--- config.mk ---
export PLATFORM = sky130hd
export DESIGN_NAME = chunk_stream_filter
export DESIGN_NICKNAME = d
export VERILOG_FILES = /design/src/rtl/chunk_filter_pkg.sv /design/src/rtl/chunk_filter_dp.sv /design/src/rtl/chunk_filter_ctrl.sv /design/src/rtl/chunk_stream_filter.sv
export SDC_FILE = /design/constraint.sdc
export NUM_CORES = 1
export LEC_CHECK = 0
export BUFFER_PORTS_ARGS = -buffer_cell sky130_fd_sc_hd__buf_2
export CORE_ASPECT_RATIO = 2
export CORE_MARGIN = 3
export CORE_UTILIZATION = 67
export DETAILED_ROUTE_END_ITERATION = 10
export PLACE_DENSITY = 0.9
export SYNTH_ARGS = -nofsm -noshare
export SYNTH_HDL_FRONTEND = slang
export SYNTH_SLANG_ARGS = --single-unit
--- constraint.sdc ---
create_clock -name clk -period 7.3 [get_ports clk]
set_input_delay 0 -clock clk [delete_from_list [all_inputs] [get_ports clk]]
set_output_delay 0 -clock clk [all_outputs]
set_load 0.005 [all_outputs]
--- src/rtl/chunk_filter_pkg.sv ---
package chunk_filter_pkg;

  // tag and signature width is fixed by the file format
  localparam int TAG_BYTES = 4;

  localparam logic [31:0] SIG_PLAIN = "MThd";
  localparam logic [31:0] TAG_HEAD  = "MMhd";
  localparam logic [31:0] TAG_DATA  = "MMdd";

  typedef enum logic [3:0] {
    S_IDLE,
    S_SIG,
    S_HEAD,
    S_REPLAY,
    S_PASS,
    S_STREAM,
    S_SKIP,
    S_ERR,
    S_DONE
  } filtState_t;

  // strobes from control to datapath
  typedef struct packed {
    logic clrHead;
    logic capture;
    logic startReplay;
    logic replayWide;
    logic stepReplay;
    logic loadRemain;
    logic decRemain;
    logic selReplay;
    logic selPass;
  } ctrlStrobe_t;

  // flags from datapath to control
  typedef struct packed {
    logic headTag;
    logic headFull;
    logic sigPlain;
    logic sigChunked;
    logic tagForward;
    logic lenZero;
    logic remainOne;
    logic replayLast;
  } dpStatus_t;

endpackage

--- src/rtl/chunk_filter_dp.sv ---
module chunk_filter_dp
  import chunk_filter_pkg::*;
#(
  parameter int LEN_BYTES = 4
) (
  input  logic        clk,
  input  logic        rstN,
  input  logic [7:0]  inData,
  input  logic        inValid,
  input  ctrlStrobe_t strb,
  output logic [7:0]  outData,
  output logic        outValid,
  output dpStatus_t   stat
);

  localparam int HDR_BYTES = TAG_BYTES + LEN_BYTES;
  localparam int LEN_W     = 8 * LEN_BYTES;
  localparam int CNT_W     = $clog2(HDR_BYTES + 1);

  logic [7:0]       hdr [HDR_BYTES];
  logic [CNT_W-1:0] headCnt;
  logic [CNT_W-1:0] replayCnt;
  logic [CNT_W-1:0] replayEnd;
  logic [LEN_W-1:0] remain;
  logic [LEN_W-1:0] lenField;
  logic [31:0]      tagWord;
  logic [7:0]       replayByte;

  // header byte store, written at the current fill position
  always_ff @(posedge clk or negedge rstN) begin
    if (!rstN) begin
      for (int i = 0; i < HDR_BYTES; i++) hdr[i] <= '0;
    end else if (strb.capture) begin
      for (int i = 0; i < HDR_BYTES; i++)
        if (headCnt == CNT_W'(i)) hdr[i] <= inData;
    end
  end

  always_ff @(posedge clk or negedge rstN) begin
    if (!rstN)              headCnt <= '0;
    else if (strb.clrHead)  headCnt <= '0;
    else if (strb.capture)  headCnt <= headCnt + 1'b1;
  end

  // tag bytes arrive first-to-last as most to least significant
  assign tagWord = {hdr[0], hdr[1], hdr[2], hdr[3]};

  // length field: first length byte is the least significant
  for (genvar g = 0; g < LEN_BYTES; g++) begin : gLen
    assign lenField[8*g +: 8] = hdr[TAG_BYTES + g];
  end

  always_ff @(posedge clk or negedge rstN) begin
    if (!rstN)                remain <= '0;
    else if (strb.loadRemain) remain <= lenField;
    else if (strb.decRemain)  remain <= remain - 1'b1;
  end

  always_ff @(posedge clk or negedge rstN) begin
    if (!rstN) begin
      replayCnt <= '0;
      replayEnd <= '0;
    end else if (strb.startReplay) begin
      replayCnt <= '0;
      replayEnd <= strb.replayWide ? CNT_W'(HDR_BYTES) : CNT_W'(TAG_BYTES);
    end else if (strb.stepReplay) begin
      replayCnt <= replayCnt + 1'b1;
    end
  end

  always_comb begin
    replayByte = '0;
    for (int i = 0; i < HDR_BYTES; i++)
      if (replayCnt == CNT_W'(i)) replayByte = hdr[i];
  end

  assign outData  = strb.selReplay ? replayByte : inData;
  assign outValid = strb.selReplay | (strb.selPass & inValid);

  assign stat.headTag    = (headCnt == CNT_W'(TAG_BYTES));
  assign stat.headFull   = (headCnt == CNT_W'(HDR_BYTES));
  assign stat.sigPlain   = (tagWord == SIG_PLAIN);
  assign stat.sigChunked = (tagWord == TAG_HEAD);
  assign stat.tagForward = (tagWord == TAG_HEAD) || (tagWord == TAG_DATA);
  assign stat.lenZero    = (lenField == '0);
  assign stat.remainOne  = (remain == LEN_W'(1));
  assign stat.replayLast = (replayCnt == replayEnd - 1'b1);

endmodule

--- src/rtl/chunk_filter_ctrl.sv ---
module chunk_filter_ctrl
  import chunk_filter_pkg::*;
(
  input  logic        clk,
  input  logic        rstN,
  input  logic        startFile,
  input  logic        inValid,
  input  logic        inLast,
  input  logic        outReady,
  input  dpStatus_t   stat,
  output ctrlStrobe_t strb,
  output logic        inReady,
  output logic        done,
  output logic        error
);

  filtState_t state, nextState;
  filtState_t afterState, nextAfter;
  logic       lastSeen;
  logic       errorR;
  logic       setErr;
  logic       accept;
  logic       readyC;

  always_comb begin
    strb      = '0;
    nextState = state;
    nextAfter = afterState;
    setErr    = 1'b0;

    unique case (state)
      S_SIG:            readyC = !stat.headTag && !lastSeen;
      S_HEAD:           readyC = !stat.headFull && !lastSeen;
      S_PASS, S_STREAM: readyC = outReady;
      S_SKIP, S_ERR:    readyC = 1'b1;
      default:          readyC = 1'b0;
    endcase
    if (startFile) readyC = 1'b0;

    accept          = inValid && readyC;
    strb.capture    = accept && (state == S_SIG || state == S_HEAD);
    strb.selReplay  = (state == S_REPLAY);
    strb.selPass    = (state == S_PASS) || (state == S_STREAM);
    strb.stepReplay = (state == S_REPLAY) && outReady;
    strb.decRemain  = accept && (state == S_PASS || state == S_SKIP);

    if (startFile) begin
      nextState    = S_SIG;
      strb.clrHead = 1'b1;
    end else begin
      unique case (state)
        S_SIG: begin
          if (stat.headTag) begin
            if (stat.sigPlain) begin
              strb.startReplay = 1'b1;
              nextState        = S_REPLAY;
              nextAfter        = lastSeen ? S_DONE : S_STREAM;
            end else if (stat.sigChunked) begin
              nextState = S_HEAD;
            end else begin
              setErr    = 1'b1;
              nextState = lastSeen ? S_DONE : S_ERR;
            end
          end else if (lastSeen) begin
            setErr    = 1'b1;
            nextState = S_DONE;
          end
        end
        S_HEAD: begin
          if (stat.headFull) begin
            strb.loadRemain = 1'b1;
            strb.clrHead    = 1'b1;
            if (stat.tagForward) begin
              strb.startReplay = 1'b1;
              strb.replayWide  = 1'b1;
              nextState        = S_REPLAY;
              nextAfter        = lastSeen ? S_DONE :
                                 (stat.lenZero ? S_HEAD : S_PASS);
            end else begin
              nextState = lastSeen ? S_DONE :
                          (stat.lenZero ? S_HEAD : S_SKIP);
            end
          end else if (lastSeen) begin
            setErr    = 1'b1;
            nextState = S_DONE;
          end
        end
        S_REPLAY: begin
          if (outReady && stat.replayLast) nextState = afterState;
        end
        S_PASS, S_SKIP: begin
          if (accept) begin
            if (inLast)              nextState = S_DONE;
            else if (stat.remainOne) nextState = S_HEAD;
          end
        end
        S_STREAM, S_ERR: begin
          if (accept && inLast) nextState = S_DONE;
        end
        default: ;
      endcase
    end
  end

  always_ff @(posedge clk or negedge rstN) begin
    if (!rstN) begin
      state      <= S_IDLE;
      afterState <= S_IDLE;
      lastSeen   <= 1'b0;
      errorR     <= 1'b0;
    end else begin
      state      <= nextState;
      afterState <= nextAfter;
      if (startFile) begin
        lastSeen <= 1'b0;
        errorR   <= 1'b0;
      end else begin
        if (strb.capture && inLast) lastSeen <= 1'b1;
        if (setErr)                 errorR   <= 1'b1;
      end
    end
  end

  assign inReady = readyC;
  assign done    = (state == S_DONE);
  assign error   = errorR;

endmodule

--- src/rtl/chunk_stream_filter.sv ---
module chunk_stream_filter
  import chunk_filter_pkg::*;
#(
  parameter int LEN_BYTES = 4
) (
  input  logic       clk,
  input  logic       rstN,
  input  logic       startFile,
  input  logic [7:0] inData,
  input  logic       inValid,
  input  logic       inLast,
  output logic       inReady,
  output logic [7:0] outData,
  output logic       outValid,
  input  logic       outReady,
  output logic       done,
  output logic       error
);

  ctrlStrobe_t strb;
  dpStatus_t   stat;

  chunk_filter_ctrl u_ctrl (
    .clk       (clk),
    .rstN      (rstN),
    .startFile (startFile),
    .inValid   (inValid),
    .inLast    (inLast),
    .outReady  (outReady),
    .stat      (stat),
    .strb      (strb),
    .inReady   (inReady),
    .done      (done),
    .error     (error)
  );

  chunk_filter_dp #(.LEN_BYTES(LEN_BYTES)) u_dp (
    .clk      (clk),
    .rstN     (rstN),
    .inData   (inData),
    .inValid  (inValid),
    .strb     (strb),
    .outData  (outData),
    .outValid (outValid),
    .stat     (stat)
  );

endmodule

==> flow_metrics.py, run 1 <==
metrics = {
    "grt": {
        "grt_remaining_overflow": 0,
        "grt_antenna_before_repair": 0,
        "grt_pass1_vias": 6138,
        "grt_max_degree": 89,
        "grt_pass1_wl_um": 32060,
        "grt.total_usage": 0.3896,
    },
    "sta": {
        "drv_slew": 0,
        "post-route-period-util": 0.4647,
        "tns_ns": 0,
        "fmax_mhz": 294.8,
        "slew_headroom": 0.2488,
        "final_hold_viol_count": 0,
        "min_period_ns": 3.392,
        "setup_viol": 0,
        "setup_ws_ns": 3.908,
        "skew_ns": 0.008466,
        "rsz0062_at_grt": "false",
        "worst_slew_pin_slew_ns": 1.127,
    },
    "die": {
        "pin_count": 26,
        "core_um2": 9447,
        "start_util": 0.6926,
        "die_h_um": 145.8,
        "die_w_um": 75.88,
        "die-area_um2": 11060,
        "fp-row-count": 50,
    },
    "routing": {
        "firstDrtPassIters": 7,
        "drt_iter0_drc": 748,
        "postRouteAntennaNets": 0,
        "viasPerCell": 7.153,
        "num_vias": 6066,
        "wire_per_inst_um": 23.56,
        "drc": 0,
        "wirelength_um": 19980,
    },
    "critical_path": {
        "slowest_stage": "or4b_2",
        "arrival_ns": 3.75,
        "cp_common_cell": "nand3_1",
        "critPathKind": "flop to flop",
        "end_kind": "flop",
        "cp_max_fo": 17,
        "crit_path_start_kind": "flop",
        "slowest_delay_ns": 0.79,
        "crit_required_ns": 7.65,
        "crit_chain": "xnor2_1, or4_1, o32ai_1, nand3_1, or4b_2, nand3_1",
    },
    "synth": {
        "synth_area_per_cell_um2": 9.765,
        "synth_flop_cell": "dfrtp_1",
        "syn-num-nets": 694,
        "synth_top_family_by_area": "simple AND/OR/NAND/NOR gates",
        "yosys.area_share.simple": 0.2035,
        "synth-xor-area-share": 0.01740,
        "synth_mux_area_frac": 0.1279,
        "ys_types": 62,
        "synth_fa_ha_area_frac": 0.01912,
        "synth-async-reset-ratio": 1.000,
        "syn_inst": 670,
        "synth-seq-cells": 116,
        "ys_seq_area_frac": 0.4437,
        "synth_edf_count": 0,
        "synth_compound_area_frac": 0.1637,
        "netlist_area_um2": 6543,
        "ys_warn_count": 0,
    },
    "cells_and_area": {
        "area_growth_pct": 14.09,
        "antenna_cells": 0,
        "fin_util": 0.7902,
        "drive_gt1_frac": 0.2019,
        "num-nets-final": 729,
    },
    "power": {
        "irDropWorstVdd_uv": 220.3,
        "p_leak_nw": 3.284,
        "power_per_cell_area_nw_per_um2": 330.1,
    },
    "clock_tree": {
        "cts_max_level": 4,
        "cts.path.max_buffers": 2,
        "clock-root-buffer": "clkbuf_16",
        "clk_pin_slew_worst_paths_ns": 0.06,
        "post_cts_resized": 0,
        "cts_sinks": 116,
        "clock_latency_ns": 0.42,
        "cts_tree": "yes",
        "cts_inserted_buffers": 17,
    },
    "flow_run": {
        "maxCapViolations": 0,
    },
    "min_path": {
        "hold_path_class": "primary input to async pin",
    },
    "place": {
        "pre_cts_ws_ns": 4.002,
        "place_congestion": 1.023,
        "numPortBuffers": 25,
        "hpwl_um": 13660,
    },
    "status": {
        "status": "finished clean",
    },
}
==> Yosys cell counts (8+ instances only) <==
cell type	instances	share of area
a22oi_1	10	0.011
a21oi_1	31	0.024
dfrtp_1	116	0.44
xnor2_1	10	0.013
nor4_1	18	0.017
mux2_2	67	0.12
or3_1	14	0.013
nand2_1	69	0.040
nor2_1	57	0.033
nand3_1	16	0.012
clkbuf_1	26	0.015
ha_1	10	0.019
nand4_1	8	0.0076
a221oi_1	8	0.011
a31oi_1	8	0.0076
a221o_1	8	0.012
inv_1	16	0.0092
nor3_1	20	0.015
o21ai_0	36	0.028
o22ai_1	9	0.0086
==> through the flow <==
stage	power, W	area (µm²)	cells	hold WS [ns]
after global placement	0.001589	6770	803	-0.07523
after global routing	0.002575	7465	848	0.07459
after CTS	0.002430	7465	848	0.04807
after detailed placement	0.001625	6770	803	-0.06255
final	0.002464	7465	848	0.03566
after floorplan	0.001395	6543	670	-0.2956
==> layout by cell type (no fill, tap or decap), drive strengths merged, types with 6 or more instances in the layout <==
master,netlist,layout
xnor2,10,10
a211oi,6,6
nand3,16,16
a221oi,8,8
o31ai,8,8
clkbuf,26,21
mux2i,6,6
nand4,8,8
a221o,8,8
inv,16,17
a31oi,8,8
o21ai,37,37
a21oi,31,31
nand2,69,69
or4,7,7
buf,0,29
dlygate4sd3,0,13
nor2,57,57
nor4,21,21
or3,14,14
o22ai,9,9
nor3,20,20
a22oi,10,10
ha,10,10
nand2b,6,6
mux2,67,67
and2,6,6
dfrtp,116,116
==> path summary, 6_finish.rpt <==
check                           startpoint                   end  slack (ns)  cells after the start
setup / recovery           u_ctrl.state[1]       u_dp.remain[13]        3.91                      6
hold / removal                        rstN        u_dp.remain[8]        0.04                      2
setup reg to reg           u_ctrl.state[1]       u_dp.remain[13]        3.91                      6
hold reg to reg               u_ctrl.error          u_ctrl.error        0.51                      2
max in group asynchronous             rstN  u_ctrl.afterState[1]        5.81                      3
min in group clk                   inValid       u_dp.remain[28]        0.30                      4
==> cells by family (layout without fill, tap and decap cells) <==
group,after synthesis,in the layout
adders and majority gates,10,10
xor gates and xnor gates,13,13
muxes,74,74
and+or+nand+nor,256,256
DFF,116,116
buffers and inverters,43,91
AOI/OAI and AO/OA,158,158
==> report_power, final <==
part / switching [W] / total, W / internal, W
sequential: 0.000154 / 0.000910 / 0.000757
combinational: 0.000448 / 0.000761 / 0.000313
clock: 0.000307 / 0.000793 / 0.000486
==> final cells by class <==
cell class | instances | area, µm²
Multi-Input combinational cell | 511 | 3483
Sequential cell | 116 | 2903
Fill cell | 586 | 1982
Clock buffer | 21 | 460.4
Timing Repair Buffer | 42 | 287.8
Tap cell | 130 | 162.7
Clock inverter | 11 | 103.9
Inverter | 17 | 63.81
==> flip-flops by register name, indices dropped and copies added, names as in the netlist <==
register,count
u_ctrl.state,4
u_ctrl.lastSeen,1
u_ctrl.afterState,4
u_dp.replayEnd,2
u_dp.replayCnt,4
u_dp.hdr,64
u_dp.headCnt,4
u_dp.remain,32
u_ctrl.error,1
==> critical path: cells and delay by family, from the launching register on <==
family	cells	cell delay [ns]
simple gates	4	1.93
flops	1	0.61
xor+xnor	1	0.16
compound gates	1	0.63
==> what timing repair did <==
item / in CTS / in global routing
hold buffers: 13 / 0
endpoints found under the hold margin: 93 / 0
setup buffers: 0 / 0
==> per-layer routing <==
layer | GRT usage | part of all wire | vias to the layer above
met2 | 0.6314 | 0.52 | 424
met3 | 0.08160 | 0.073 | 124
met1 | 0.4312 | 0.33 | 2914
li1 | - | - | 2604
met4 | 0.2758 | 0.076 | 0
met5 | 0 | 0 | -
No activity file was read; power rests on OpenSTA's default activity.
==> run 2, diff against run 1 <==
- ABC_AREA: unset -> 1
- CORE_UTILIZATION: 67 -> 57
- PLACE_DENSITY: 0.9 -> 0.82
- clock period: 7.3 -> 3.06 ns (I/O delays scaled with it)
==> run 2 against run 1 <==
Core utilization shrank 13 points. Routed wire length grew 13%. Die area grew 29%. Cell area grew 8.6%. Synthesized cell count grew 59%. Final cell count grew 48%. Global-route usage shrank 5.6 points. Clock skew is essentially flat. Combinational power grew to 3.3 times the previous value. Count of clock-buffer cells in the layout shrank 3. Power grew to 2.6 times the previous value. Largest cell class unchanged.
==> flow_metrics.py, run 2 <==
metrics = {
    "status": {
        "status": "finished clean",
    },
    "cells_and_area": {
        "top_regs": "u_dp.hdr (64), u_dp.remain (32)",
        "drive_gt1_frac": 0.09395,
        "top_register": "u_dp.hdr",
        "fillCellCount": 1111,
        "layout_commonest_cell": "nand2_1",
        "multi_input_comb_area_um2": 3839,
        "area_growth_pct": 11.07,
        "antenna_cells": 0,
        "seq_area_um2": 2903,
        "num-nets-final": 1118,
        "final_cell_mix": "nand2_1, nor2_1, dfrtp_1",
        "fin_util": 0.6573,
        "largest_reg_flops": 64,
    },
    "clock_tree": {
        "clk_pin_slew_worst_paths_ns": 0.06,
        "cts_inserted_buffers": 17,
        "cts_max_level": 4,
        "cts_tree": "yes",
        "cts_sinks": 116,
        "clock_latency_ns": 0.42,
        "postCtsSetupRepairBufs": 0,
        "cts.path.max_buffers": 2,
        "clock-root-buffer": "clkbuf_16",
    },
    "sta": {
        "setup_viol": 0,
        "fmax_mhz": 361.3,
        "setup_ws_ns": 0.2926,
        "min_period_ns": 2.767,
        "final_hold_viol_count": 0,
        "rsz0062_at_grt": "false",
        "post-route-period-util": 0.9044,
        "worst_slew_pin_slew_ns": 0.7771,
        "skew_ns": 0.008476,
        "drv_slew": 0,
        "slew_headroom": 0.4814,
        "whs_ns": 0.03121,
        "tns_ns": 0,
    },
    "synth": {
        "syn-num-nets": 1088,
        "synth_edf_count": 0,
        "netlist_area_um2": 7302,
        "synth_commonest_cells": "nand2_1, nor2_1, dfrtp_1",
        "synth-async-reset-ratio": 1.000,
        "post-synth-top-count-cell": "nand2_1",
        "synthTopCellsByArea": "dfrtp_1, nand2_1, o21ai_0",
        "synth_flop_cell": "dfrtp_1",
        "synth_area_per_cell_um2": 6.863,
        "synth-seq-cells": 116,
        "ys_seq_area_frac": 0.3975,
        "synth_area_leader_cell": "dfrtp_1",
        "synth.top_cell.area_share": 0.3975,
        "ys_warn_count": 0,
        "syn_inst": 1064,
        "ys_types": 37,
    },
    "power": {
        "p_leak_nw": 3.992,
        "irDropWorstVdd_uv": 461.7,
        "power_per_cell_area_nw_per_um2": 805.0,
    },
    "critical_path": {
        "crit_required_ns": 3.06,
        "crit_path_start_kind": "flop",
        "slowest_stage": "dfrtp_1",
        "crit_path_end": "outData[1]",
        "end_kind": "output port",
        "critPathLaunch": "u_dp.replayCnt[2]",
        "slowest_delay_ns": 0.44,
        "r2r_end": "u_dp.remain[24]",
        "crit_buf_inv": 3,
        "crit_family": "simple AND/OR/NAND/NOR gates",
        "crit_chain": "inv_1, nand2_1, inv_1, nand2_1, or2_2, nand3_1, nand4_1, a21oi_1, o21ai_0, buf_2",
        "r2r_slack_ns": 0.38,
        "arrival_ns": 2.77,
        "reg2regPathDepth": 14,
        "critPathKind": "flop to output port",
        "cp_max_fo": 13,
        "cp.depth": 10,
        "r2r_start": "u_dp.headCnt[0]",
    },
    "routing": {
        "dr_wl_met3_um": 1172,
        "drt_iter0_drc": 677,
        "postRouteAntennaNets": 0,
        "wire_per_inst_um": 17.98,
        "met2_length_um": 11370,
        "drc": 0,
        "highest_layer": "met4",
        "num_vias": 7229,
        "wl_met1_um": 7615,
        "viasPerCell": 5.765,
        "firstDrtPassIters": 5,
        "wirelength_um": 22540,
    },
    "min_path": {
        "hold_path_class": "primary input to flop",
    },
    "die": {
        "core_um2": 12340,
        "fp-row-count": 57,
        "die_w_um": 86.03,
        "start_util": 0.5918,
        "pin_count": 26,
        "die_h_um": 166.1,
        "die-area_um2": 14290,
    },
    "grt": {
        "grt_remaining_overflow": 0,
        "grt.total_usage": 0.3334,
        "grt_antenna_before_repair": 0,
        "grt_max_degree": 79,
        "grt_pass1_wl_um": 36530,
        "grt_pass1_vias": 7248,
    },
    "place": {
        "place_congestion": 1.042,
        "numPortBuffers": 25,
        "hpwl_um": 16770,
        "pre_cts_ws_ns": 0.4467,
    },
    "flow_run": {
        "maxCapViolations": 0,
    },
}
## run 2: cell count changes in the layout (fill, tap and decap cells not counted), sizes merged, moves of 54 or more
cell / before / now
o21ai: 37 / 133
inv: 17 / 104
nand2: 69 / 366
mux2: 67 / 1
nor2: 57 / 148
nand3: 16 / 70
## run 2: layer usage
layer	vias up	track usage
met1	3281	0.3328
met5	-	0
met3	165	0.06455
met4	0	0.2881
met2	328	0.5691
li1	3455	-
## run 2: cell type report
class / instances / area share
multi-input combinational: 817 / 0.4733
sequential: 116 / 0.3579
timing repair buffer: 38 / 0.03055
clock buffer: 18 / 0.05415
inverter: 104 / 0.04813
tap: 147 / 0.02268
clock inverter: 14 / 0.01327
## run 2: logic make-up after synthesis
family                   Yosys count  synth area share
XOR/XNOR                          25           0.02999
adder cells (fa/ha/maj)           10           0.01714
multiplexers                       1          0.001542
AND/OR/NAND/NOR                  613            0.3532
flip-flops                       116            0.3975
buffers and inverters            131           0.07711
AO/OA/AOI/OAI                    168            0.1235
## run 2: how the worst min path moves through the flow
stage	startpoint	endpoint	slack (ns)	depth (start not counted)
6_report	startFile	u_dp.headCnt[3]	0.03	4
5_1_grt	startFile	u_dp.headCnt[2]	0.07	4
4_1_cts	startFile	u_dp.headCnt[3]	0.007	4
3_5_place_dp	rstN	u_dp.remain[6]	0.01	1
3_3_place_gp	rstN	u_dp.remain[6]	0.005	1
2_1_floorplan	rstN	u_ctrl.afterState[0]	-0.30	0
## run 2: power breakdown
part | internal (W) | total (W) | switching, W
clock | 0.00106 | 0.00183 | 0.000768
combinational | 0.000823 | 0.00253 | 0.00171
sequential | 0.00183 | 0.00217 | 0.000340
total | 0.00371 | 0.00653 | 0.00281
## run 2: worst min-delay path: cells and delay by family
| family | cells | cell delay, ns |
|---|---|---|
| AND/OR/NAND/NOR | 3 | 0.20 |
| buffers and inverters | 1 | 0.20 |
## run 2: what timing repair did
action | in CTS | in global routing
hold endpoints to repair | 40 | 0
hold buffers | 4 | 0
endpoints found under the setup margin | 0 | 3
gates resized for setup | 0 | 1
## run 2: metrics by stage
stage	instance area (µm²)	cells	power, W
after global routing	8110	1254	0.006988
after CTS	8108	1254	0.006489
after detailed placement	7521	1218	0.004643
after floorplan	7302	1064	0.003886
after global placement	7521	1218	0.004605
final	8110	1254	0.006528
==> run 3, diff against run 2 <==
- SYNTH_HIERARCHICAL: unset -> 1
==> run 3 against run 2 <==
Cell area decreased by 1.1%. Clock skew grew 0.00081 ns. Die area shrank 2.4%.
==> flow_metrics.py, run 3 <==
metrics = {
    "critical_path": {
        "critPathKind": "flop to flop",
        "critPathLaunch": "u_dp/headCnt[0]",
        "r2r_start": "u_dp/headCnt[0]",
        "crit_path_start_kind": "flop",
        "crit_chain": "inv_1, ha_1, inv_1, nor3_1, inv_1, nand4_1, nand2_1, nand2_2, a21oi_2, nand2_2, nor2_2, inv_1, nor2_2, clkinvlp_4, buf_4, o21ai_0",
        "crit_required_ns": 3.38,
        "arrival_ns": 3.01,
        "cp_max_fo": 8,
        "slowest_stage": "dfrtp_1",
        "slowest_delay_ns": 0.40,
        "crit_buf_inv": 6,
        "end_kind": "flop",
        "cp_common_cell": "inv_1",
        "crit_family": "buffers and inverters",
    },
    "cells_and_area": {
        "num-nets-final": 1037,
        "antenna_cells": 0,
        "fin_util": 0.6574,
        "largest_reg_flops": 64,
        "design_area_um2": 8018,
        "top_register": "u_dp/hdr",
        "final_cell_mix": "nand2_1, dfrtp_1, nor2_1",
        "top_regs": "u_dp/hdr (64), u_dp/remain (32)",
        "drive_gt1_frac": 0.1131,
        "area_growth_pct": 12.66,
        "layout_commonest_cell": "nand2_1",
        "fin_cells": 1173,
    },
    "synth": {
        "synth_area_per_cell_um2": 7.247,
        "synth_flop_cell": "dfrtp_1",
        "synthTopCellsByArea": "dfrtp_1, nand2_1, o21ai_0",
        "synth.top_cell.area_share": 0.4079,
        "synth_area_leader_cell": "dfrtp_1",
        "synth_edf_count": 0,
        "ys_seq_area_frac": 0.4079,
        "synth_commonest_cells": "nand2_1, dfrtp_1, nor2_1",
        "ys_warn_count": 6,
        "syn-num-nets": 1006,
        "syn_inst": 982,
        "post-synth-top-count-cell": "nand2_1",
        "synth-async-reset-ratio": 1.000,
        "synth-seq-cells": 116,
        "netlist_area_um2": 7117,
        "ys_types": 48,
    },
    "place": {
        "placed_cell_area_um2": 7385,
        "dp_cells": 1135,
        "numPortBuffers": 25,
        "place_congestion": 1.025,
        "hpwl_um": 16810,
    },
    "die": {
        "pin_count": 26,
        "start_util": 0.5836,
        "die_h_um": 164.0,
        "die_w_um": 85.01,
        "core_um2": 12200,
        "fp-row-count": 57,
        "die-area_um2": 13940,
    },
    "sta": {
        "slew_headroom": 0.4598,
        "skew_ns": 0.009288,
        "final_hold_viol_count": 0,
        "whs_ns": 0.1015,
        "fmax_mhz": 370.9,
        "worst_slew_pin_slew_ns": 0.8001,
        "drv_slew": 0,
        "min_period_ns": 2.696,
        "post-route-period-util": 0.8811,
        "tns_ns": 0,
        "setup_viol": 0,
        "rsz0062_at_grt": "false",
    },
    "routing": {
        "drt_iter0_drc": 550,
        "wirelength_um": 23100,
        "postRouteAntennaNets": 0,
        "firstDrtPassIters": 5,
        "num_vias": 7094,
        "wire_per_inst_um": 19.69,
        "viasPerCell": 6.048,
        "drc": 0,
    },
    "min_path": {
        "min_from": "inValid",
        "hold_path_class": "primary input to flop",
    },
    "power": {
        "irDropWorstVdd_uv": 568.1,
        "p_leak_nw": 4.012,
        "power_per_cell_area_nw_per_um2": 813.7,
    },
    "clock_tree": {
        "clk_pin_slew_worst_paths_ns": 0.06,
        "clock-root-buffer": "clkbuf_16",
        "cts_tree": "yes",
        "cts_inserted_buffers": 17,
        "cts.path.max_buffers": 2,
        "cts_sinks": 116,
        "clock_latency_ns": 0.41,
        "cts_max_level": 4,
    },
    "grt": {
        "grt_pass1_wl_um": 35950,
        "grt_antenna_before_repair": 0,
        "grt_max_degree": 61,
        "grt_remaining_overflow": 0,
        "grt_pass1_vias": 7066,
        "grt.total_usage": 0.3415,
    },
    "flow_run": {
        "maxCapViolations": 0,
    },
    "status": {
        "status": "finished clean",
    },
}
[run 3: path summary, 6_finish.rpt]
check / end / slack (ns) / cells after the start
max in group asynchronous: u_dp/hdr[42] / 2.07 / 3
setup reg to reg: u_dp/remain[12] / 0.36 / 16
hold / removal: u_dp/headCnt[0] / 0.10 / 5
setup / recovery: u_dp/remain[12] / 0.36 / 16
min in group asynchronous: u_dp/remain[0] / 0.20 / 2
hold reg to reg: u_dp/hdr[63] / 0.49 / 2
[run 3: per-layer routing]
metal  wire length (µm)  global-route usage
met2              11900              0.5938
met4               2659              0.3393
met3               1360             0.06677
met5                  0                   0
met1               7184              0.3180
[run 3: final cells by class]
cell class | instances | area (µm²)
clock inverters | 14 | 130.1
multi-input cells | 724 | 3660
repair buffers | 42 | 275.3
inverters | 112 | 426.7
well taps | 147 | 183.9
flip-flops and latches | 116 | 2903
fillers | 1063 | 4178
clock buffers | 18 | 439.2
[run 3: power by group]
part	internal [W]	switching, W
registers	0.00180	0.000295
logic	0.000826	0.00171
clock network	0.00114	0.000756
[run 3: worst reg2reg max path, cell delays in order, from the launching register on]
cell        delay [ns]
dfrtp_1           0.40
inv_1             0.10
ha_1              0.24
inv_1             0.06
nor3_1            0.06
inv_1             0.14
nand4_1           0.13
nand2_1           0.10
nand2_2           0.08
a21oi_2           0.15
nand2_2           0.09
nor2_2            0.18
inv_1             0.11
nor2_2            0.16
clkinvlp_4        0.19
buf_4             0.21
o21ai_0           0.18
[run 3: cells by family (layout without fill, tap and decap cells)]
logic type | Yosys count | after routing | synth area share
AO/OA/AOI/OAI | 161 | 161 | 0.1368
buffers and inverters | 142 | 186 | 0.07929
adder cells (fa/ha/maj) | 10 | 10 | 0.01758
AND/OR/NAND/NOR | 537 | 537 | 0.3388
XOR/XNOR | 16 | 16 | 0.01969
flip-flops | 116 | 116 | 0.4079
[run 3: timing repair]
action / CTS / global route
buffers inserted: 0 / 3
gates resized for setup: 0 / 3
hold buffers: 3 / 0
endpoints found under the setup margin: 0 / 12
hold endpoints to repair: 57 / 0
[run 3: stage by stage]
stage	power, W	setup slack (ns)
after floorplan	0.003815	0.7022
after global placement	0.004494	0.4488
after detailed placement	0.004526	0.3650
after CTS	0.006453	0.3477
after global routing	0.006912	0.08315
final	0.006524	0.3637
